[config.mk]
export PLATFORM = sky130hd
export DESIGN_NAME = pw_deliver
export DESIGN_NICKNAME = d
export VERILOG_FILES = /design/src/rtl/pwd_pkg.sv /design/src/rtl/pwd_restart.sv /design/src/rtl/pwd_limit.sv /design/src/rtl/pwd_err.sv /design/src/rtl/pw_deliver.sv
export SDC_FILE = /design/constraint.sdc
export NUM_CORES = 1
export LEC_CHECK = 0
export BUFFER_PORTS_ARGS = -buffer_cell sky130_fd_sc_hd__buf_2
export CAP_MARGIN = 0
export CORE_MARGIN = 8
export CORE_UTILIZATION = 50
export DETAILED_ROUTE_END_ITERATION = 8
export PLACE_DENSITY = 0.75
export SETUP_SLACK_MARGIN = 0.5
export SYNTH_ARGS = -nofsm -noshare
export SYNTH_HDL_FRONTEND = slang
export SYNTH_HIERARCHICAL = 1
export SYNTH_SLANG_ARGS = --single-unit
export TNS_END_PERCENT = 10
[constraint.sdc]
create_clock -name clk -period 4.96 [get_ports clk]
set_input_delay 0.496 -clock clk [delete_from_list [all_inputs] [get_ports clk]]
set_output_delay 0.496 -clock clk [all_outputs]
set_load 0.02 [all_outputs]
[src/rtl/pwd_pkg.sv]
package pwd_pkg;
    typedef enum logic [1:0] {
        RES_DONE  = 2'd0,
        RES_RETRY = 2'd1,
        RES_DISC  = 2'd2,
        RES_ABORT = 2'd3
    } res_e;

    typedef enum logic {
        ST_IDLE = 1'b0,
        ST_BUSY = 1'b1
    } st_e;

    localparam logic [3:0] CMD_MEMWR = 4'h7;
    localparam logic [3:0] CMD_MWI   = 4'hF;
endpackage

[src/rtl/pwd_restart.sv]
module pwd_restart #(
    parameter int AW = 32,
    parameter int CW = 8
) (
    input  logic [AW-1:0] cur_addr,
    input  logic [3:0]    cur_cmd,
    input  logic [CW-1:0] cur_rem,
    input  logic [CW-1:0] acc,
    output logic [AW-1:0] nxt_addr,
    output logic [3:0]    nxt_cmd,
    output logic [CW-1:0] nxt_rem,
    output logic          all_done
);
    import pwd_pkg::*;

    always_comb begin
        all_done = (acc >= cur_rem);
        nxt_addr = cur_addr + (AW'(acc) << 2);
        nxt_rem  = cur_rem - acc;
        nxt_cmd  = ((acc != '0) && (cur_cmd == CMD_MWI)) ? CMD_MEMWR : cur_cmd;
    end
endmodule

[src/rtl/pwd_limit.sv]
module pwd_limit #(
    parameter int LIMIT = 1 << 24,
    parameter int NW    = 25
) (
    input  logic [NW-1:0] cnt,
    output logic [NW-1:0] nxt_cnt,
    output logic          hit
);
    localparam logic [NW-1:0] LIM_V = NW'(LIMIT);

    always_comb begin
        nxt_cnt = cnt + 1'b1;
        hit     = (nxt_cnt >= LIM_V);
    end
endmodule

[src/rtl/pwd_err.sv]
module pwd_err (
    input  logic abort_ev,
    input  logic nodel_ev,
    input  logic serr_en,
    input  logic nd_disable,
    output logic set_rta,
    output logic raise_serr
);
    always_comb begin
        set_rta    = abort_ev;
        raise_serr = (abort_ev && serr_en) || (nodel_ev && serr_en && !nd_disable);
    end
endmodule

[src/rtl/pw_deliver.sv]
module pw_deliver #(
    parameter int AW    = 32,
    parameter int CW    = 8,
    parameter int LIMIT = 1 << 24
) (
    input  logic          clk,
    input  logic          rst_n,
    input  logic          req_valid,
    input  logic [AW-1:0] req_addr,
    input  logic [3:0]    req_cmd,
    input  logic [CW-1:0] req_dwords,
    output logic          req_ready,
    input  logic          serr_en,
    input  logic          nd_disable,
    output logic          att_valid,
    output logic [AW-1:0] att_addr,
    output logic [3:0]    att_cmd,
    output logic [CW-1:0] att_dwords,
    input  logic          res_valid,
    input  logic [1:0]    res_kind,
    input  logic [CW-1:0] res_count,
    output logic          release_o,
    output logic          discard_o,
    output logic          serr_o,
    output logic          rta_flag,
    output logic          sse_flag
);
    import pwd_pkg::*;

    localparam int NW = $clog2(LIMIT + 1);

    typedef struct packed {
        st_e           st;
        logic [AW-1:0] addr;
        logic [3:0]    cmd;
        logic [CW-1:0] rem;
        logic [NW-1:0] tries;
        logic          rel;
        logic          dis;
        logic          serr;
        logic          rta;
        logic          sse;
    } state_t;

    state_t s_q, s_d;

    logic [CW-1:0] acc;
    logic [AW-1:0] rs_addr;
    logic [3:0]    rs_cmd;
    logic [CW-1:0] rs_rem;
    logic          rs_done;
    logic [NW-1:0] lim_nxt;
    logic          lim_hit;
    logic          got_res;
    logic          abort_ev;
    logic          nodel_ev;
    logic          set_rta;
    logic          raise_serr;

    always_comb begin
        got_res  = (s_q.st == ST_BUSY) && res_valid;
        acc      = (res_kind == RES_DISC) ? res_count : '0;
        abort_ev = got_res && (res_kind == RES_ABORT);
        nodel_ev = got_res && lim_hit &&
                   ((res_kind == RES_RETRY) || ((res_kind == RES_DISC) && !rs_done));
    end

    pwd_restart #(.AW(AW), .CW(CW)) u_restart (
        .cur_addr (s_q.addr),
        .cur_cmd  (s_q.cmd),
        .cur_rem  (s_q.rem),
        .acc      (acc),
        .nxt_addr (rs_addr),
        .nxt_cmd  (rs_cmd),
        .nxt_rem  (rs_rem),
        .all_done (rs_done)
    );

    pwd_limit #(.LIMIT(LIMIT), .NW(NW)) u_limit (
        .cnt     (s_q.tries),
        .nxt_cnt (lim_nxt),
        .hit     (lim_hit)
    );

    pwd_err u_err (
        .abort_ev   (abort_ev),
        .nodel_ev   (nodel_ev),
        .serr_en    (serr_en),
        .nd_disable (nd_disable),
        .set_rta    (set_rta),
        .raise_serr (raise_serr)
    );

    always_comb begin
        s_d      = s_q;
        s_d.rel  = 1'b0;
        s_d.dis  = 1'b0;
        s_d.serr = raise_serr;
        s_d.rta  = s_q.rta | set_rta;
        s_d.sse  = s_q.sse | raise_serr;
        if (s_q.st == ST_IDLE) begin
            if (req_valid) begin
                s_d.st    = ST_BUSY;
                s_d.addr  = req_addr;
                s_d.cmd   = req_cmd;
                s_d.rem   = req_dwords;
                s_d.tries = '0;
            end
        end else if (res_valid) begin
            unique case (res_kind)
                RES_DONE: begin
                    s_d.rel = 1'b1;
                    s_d.st  = ST_IDLE;
                end
                RES_ABORT: begin
                    s_d.dis = 1'b1;
                    s_d.st  = ST_IDLE;
                end
                default: begin
                    if ((res_kind == RES_DISC) && rs_done) begin
                        s_d.rel = 1'b1;
                        s_d.st  = ST_IDLE;
                    end else if (lim_hit) begin
                        s_d.dis = 1'b1;
                        s_d.st  = ST_IDLE;
                    end else begin
                        s_d.tries = lim_nxt;
                        s_d.addr  = rs_addr;
                        s_d.cmd   = rs_cmd;
                        s_d.rem   = rs_rem;
                    end
                end
            endcase
        end
    end

    always_ff @(posedge clk) begin
        if (!rst_n) begin
            s_q <= '0;
        end else begin
            s_q <= s_d;
        end
    end

    always_comb begin
        req_ready  = (s_q.st == ST_IDLE);
        att_valid  = (s_q.st == ST_BUSY);
        att_addr   = s_q.addr;
        att_cmd    = s_q.cmd;
        att_dwords = s_q.rem;
        release_o  = s_q.rel;
        discard_o  = s_q.dis;
        serr_o     = s_q.serr;
        rta_flag   = s_q.rta;
        sse_flag   = s_q.sse;
    end
endmodule

==> Implementation_results.wiki <==
{| class="wikitable"
! Metric !! Value
|-
| CTS tree || yes
|-
| Total Negative Setup Slacks || 0 ps
|-
| Diode insertion count for antenna repair || 0
|-
| DRT Pass-1 Iters || 5
|-
| Synth-to-Final Area Change || 7.08%
|-
| Vias in the first global route || 5468
|-
| Final-report hold violation count || 0
|-
| Required time of the worst setup path || 5180 ps
|-
| Nature of the critical path endpoint || register
|-
| Fraction of final layout cells with drive strength greater than 1 || 21.3%
|-
| Sequential share of the synthesized area || 25.8%
|-
| Final Instance Area || 0.00622 mm^2
|-
| Summed instance area of the synthesized netlist || 0.00581 mm^2
|-
| Cell chain of the critical path || buf_2 -> inv_1 -> ha_1 -> and2_1 -> ha_1 -> inv_1 -> fa_1 -> a211oi_1 -> nor2_1 -> o21a_1 -> o21a_1 -> o31ai_1 -> nand2_2 -> buf_12 -> a311oi_1 -> nor3_1
|-
| Relative slew margins || 24.1%
|-
| Drt total wl || 16.7 mm
|-
| Starting utilization of the core area || 51.1%
|-
| Maximum level of the CTS H-tree || 3
|-
| Clock buffers created by TritonCTS || 9
|-
| Design internal power || 1.18 mW
|-
| Largest net degree at the start of global routing || 75
|-
| Gates resized, CTS repair || 0
|-
| Syn_area_per_cell || 8.16 um^2
|-
| Clock network latency to the later pin of the worst-skew pair || 340 ps
|-
| Critical-path cell with the highest stage delay || sky130_fd_sc_hd__nand2_2
|-
| Slew at the pin closest to its max-slew limit || 1140 ps
|-
| Clk pwr share || 34.5%
|-
| Number of nets in the finished design || 806
|-
| Main flop type after synthesis || sky130_fd_sc_hd__dfxtp_1
|-
| Power per standard cell area || 290 mW/mm^2
|-
| Cell count after synthesis || 712
|-
| Fin worst setup slack || 890 ps
|-
| Sink of the worst hold path || sse_flag
|-
| Launching element type of the critical path || primary input
|-
| Final Max Slew Viols || 0
|-
| Wire length of the first global-routing pass || 27.4 mm
|-
| Final Setup Violations || 0
|-
| Gpl congestion || 0.885
|-
| I/O pin cnt || 111
|-
| # port buffers || 110
|-
| Net count after synthesis || 795
|-
| Count of different cell masters after synthesis || 51
|-
| # rows || 39
|-
| Area enclosed by the die boundary || 0.0153 mm^2
|-
| Overflow left after global routing || 0
|-
| Remaining routing DRC violations || 0
|-
| CORE AREA || 0.0114 mm^2
|-
| Total vias in the final route || 5576
|-
| Overall global routing resource usage || 21.7%
|-
| Psw || 0.621 mW
|-
| Number of cells on the worst reg-to-reg path || 13
|-
| Endpoint of the most critical register-to-register path || att_addr[18]
|-
| Worst hold start || sse_flag
|-
| Maximum vdd drop || 157 uV
|-
| Hold Crit Depth || 1
|-
| Routed Antenna Nets || 0
|-
| Final Critical Period || 4070 ps
|-
| Data arrival time at the worst-slack endpoint || 4290 ps
|-
| Clock root buffer || sky130_fd_sc_hd__clkbuf_16
|-
| Internal reg-to-reg setup slack || 1460 ps
|-
| X dimension of the die || 124 um
|-
| YS warnings || 6
|-
| Switching portion of total power || 34.5%
|-
| Share of flip-flops with an asynchronous set or reset || 0%
|-
| Setup repair after global routing missed its margin || false
|-
| Y dimension of the die || 124 um
|-
| Total cell area at the placement stage || 0.00595 mm^2
|-
| # fillers || 1073
|-
| Pre-CTS WS || 667 ps
|-
| Proportion of power drawn by combinational gates || 27.0%
|-
| Leakage power figure || 2.46 nW
|-
| Sequential Power Share || 38.5%
|-
| Worst Path Max Fanout || 49
|-
| Average wire length per cell after detail routing || 19.1 um
|-
| Type of the most critical hold path || reg2reg
|-
| Highest cell delay on the worst timing path || 450 ps
|-
| Result of the run || completed
|-
| Max Fclk || 246 MHz
|-
| Detail Placement HPWL || 10.8 mm
|-
| Share of the cycle needed by the critical path after routing || 82.1%
|-
| Buffers inserted by post-CTS timing repair || 0
|-
| Minimum hold slack || 453 ps
|-
| Post-detailed-route via-to-cell ratio || 6.40
|-
| Startpoint of the lowest-slack register-to-register path || att_dwords[0]
|-
| Number of hold-repair buffers added at the cts stage || 0
|-
| Critical path type || in2reg
|-
| Number of enable-type register cells in the synthesized netlist || 0
|-
| Worst-case clock skew || 7.61 ps
|-
| #FFs+latches synth || 75
|-
| Clock sinks || 75
|-
| Clock-pin slew reported for the worst setup and hold paths after clock tree synthesis || 60 ps
|-
| Antenna violations before repair || 1
|-
| Starting DRC count in detailed routing || 579
|-
| Max Cap Violations || 0
|-
| Max Buffers Root-to-Sink || 2
|}
## through the flow
step / util, % / instances / power [mW]
2_1_floorplan: - / 712 / 1.10
3_3_place_gp: 52.3 / 855 / 1.17
3_5_place_dp: 52.3 / 855 / 1.19
4_1_cts: 54.7 / 871 / 1.81
5_1_grt: 54.7 / 871 / 1.89
6_report: 54.7 / 871 / 1.80
## worst max path at each step
| stage | start | cells after the start | slack, ps | endpoint |
|---|---|---|---|---|
| floorplan | res_kind[0] | 17 | 1580 | att_addr[0] |
| global placement | res_kind[0] | 16 | 900 | att_addr[17] |
| detailed placement | res_kind[0] | 16 | 670 | att_addr[19] |
| CTS | res_kind[0] | 16 | 980 | att_addr[19] |
| global route | res_kind[0] | 16 | 620 | att_addr[0] |
| finish | res_kind[0] | 16 | 890 | att_addr[18] |
## layer usage
layer | global-route usage [%] | up-vias | part of all wire (%)
met1 | 27.8 | 2707 | 44
met5 | 0 | - | 0.060
met4 | 6.77 | 2 | 1.5
met3 | 5.30 | 24 | 6.4
li1 | - | 2658 | -
met2 | 35.4 | 185 | 48
## worst max-delay path: cells and delay by family
kind | cells | cell delay [ps]
buffers and inverters | 4 | 600
adder cells (fa/ha/maj) | 3 | 950
AO/OA/AOI/OAI | 5 | 1330
AND/OR/NAND/NOR | 4 | 870
## kinds of logic (layout without fill, tap and decap cells)
group,after synthesis,in the layout,synth area share (%)
compound gates,176,176,21.9
xor+xnor,56,56,8.44
fa+ha+maj,23,23,5.21
buf+inv,143,159,13.7
flops,75,75,25.8
mux,1,1,0.172
simple gates,238,238,24.8
## registers in the layout, indices dropped and copies added (netlist names)
signal and flops:
att_dwords 8, att_addr 32, serr_o 1, release_o 1
att_valid 1, rta_flag 1, att_cmd 4, s_q 25
sse_flag 1, discard_o 1
## final cells by class
cell class / count / area, um^2 / area share [%]
Clock inverter: 2 / 10.0 / 0.161
Inverter: 22 / 82.6 / 1.33
Sequential cell: 75 / 1500 / 24.1
Clock buffer: 14 / 264 / 4.24
Multi-Input combinational cell: 494 / 3540 / 56.9
Tap cell: 143 / 179 / 2.87
Timing Repair Buffer: 121 / 646 / 10.4
## cells in the mapped netlist, types with 2 or more instances
cell	instances	share of area [%]
sky130_fd_sc_hd__dfxtp_1	75	26
sky130_fd_sc_hd__buf_4	57	7.4
sky130_fd_sc_hd__nor3_1	49	4.2
sky130_fd_sc_hd__o21ai_0	47	4.0
sky130_fd_sc_hd__nor4_1	46	5.0
sky130_fd_sc_hd__a311oi_1	44	6.6
sky130_fd_sc_hd__buf_2	34	2.9
sky130_fd_sc_hd__nand4_1	34	3.7
sky130_fd_sc_hd__xnor2_1	34	5.1
sky130_fd_sc_hd__clkbuf_1	28	1.8
sky130_fd_sc_hd__a21boi_1	25	3.2
sky130_fd_sc_hd__inv_1	22	1.4
sky130_fd_sc_hd__nor2_1	22	1.4
sky130_fd_sc_hd__xor2_1	22	3.3
sky130_fd_sc_hd__ha_1	21	4.5
sky130_fd_sc_hd__nand2_1	20	1.3
sky130_fd_sc_hd__nand3_1	20	1.7
sky130_fd_sc_hd__o311ai_1	20	3.0
sky130_fd_sc_hd__a21oi_1	12	1.0
sky130_fd_sc_hd__and2_1	12	1.3
sky130_fd_sc_hd__and3_1	8	0.86
sky130_fd_sc_hd__o21a_1	7	0.90
sky130_fd_sc_hd__nor2b_1	5	0.54
sky130_fd_sc_hd__o311ai_0	5	0.75
sky130_fd_sc_hd__and4_1	4	0.60
sky130_fd_sc_hd__nand2b_1	4	0.43
sky130_fd_sc_hd__a211oi_1	3	0.39
sky130_fd_sc_hd__a21o_1	3	0.39
sky130_fd_sc_hd__nand4_4	3	1.1
sky130_fd_sc_hd__o211ai_1	3	0.39
sky130_fd_sc_hd__fa_1	2	0.69
sky130_fd_sc_hd__nor4_4	2	0.73
## cells in the final DEF, fill, tap and decap left out, drive strengths merged, types with 14 or more instances in the layout
cell type,n
a21boi,26
clkbuf,14
inv,22
a311oi,44
o311ai,25
nand3,21
xor2,22
nor4,49
buf,121
xnor2,34
nand2,20
dfxtp,75
ha,21
nor2,22
nor3,50
nand4,38
o21ai,47
## power by group through the flow
stage	logic [mW]	registers (mW)	clock network, mW
global placement	0.469	0.703	0
CTS	0.484	0.693	0.629
floorplan	0.409	0.689	0
detailed placement	0.479	0.706	0
finish	0.487	0.694	0.621
global route	0.528	0.699	0.662
Power figures use the tool's default switching activity.
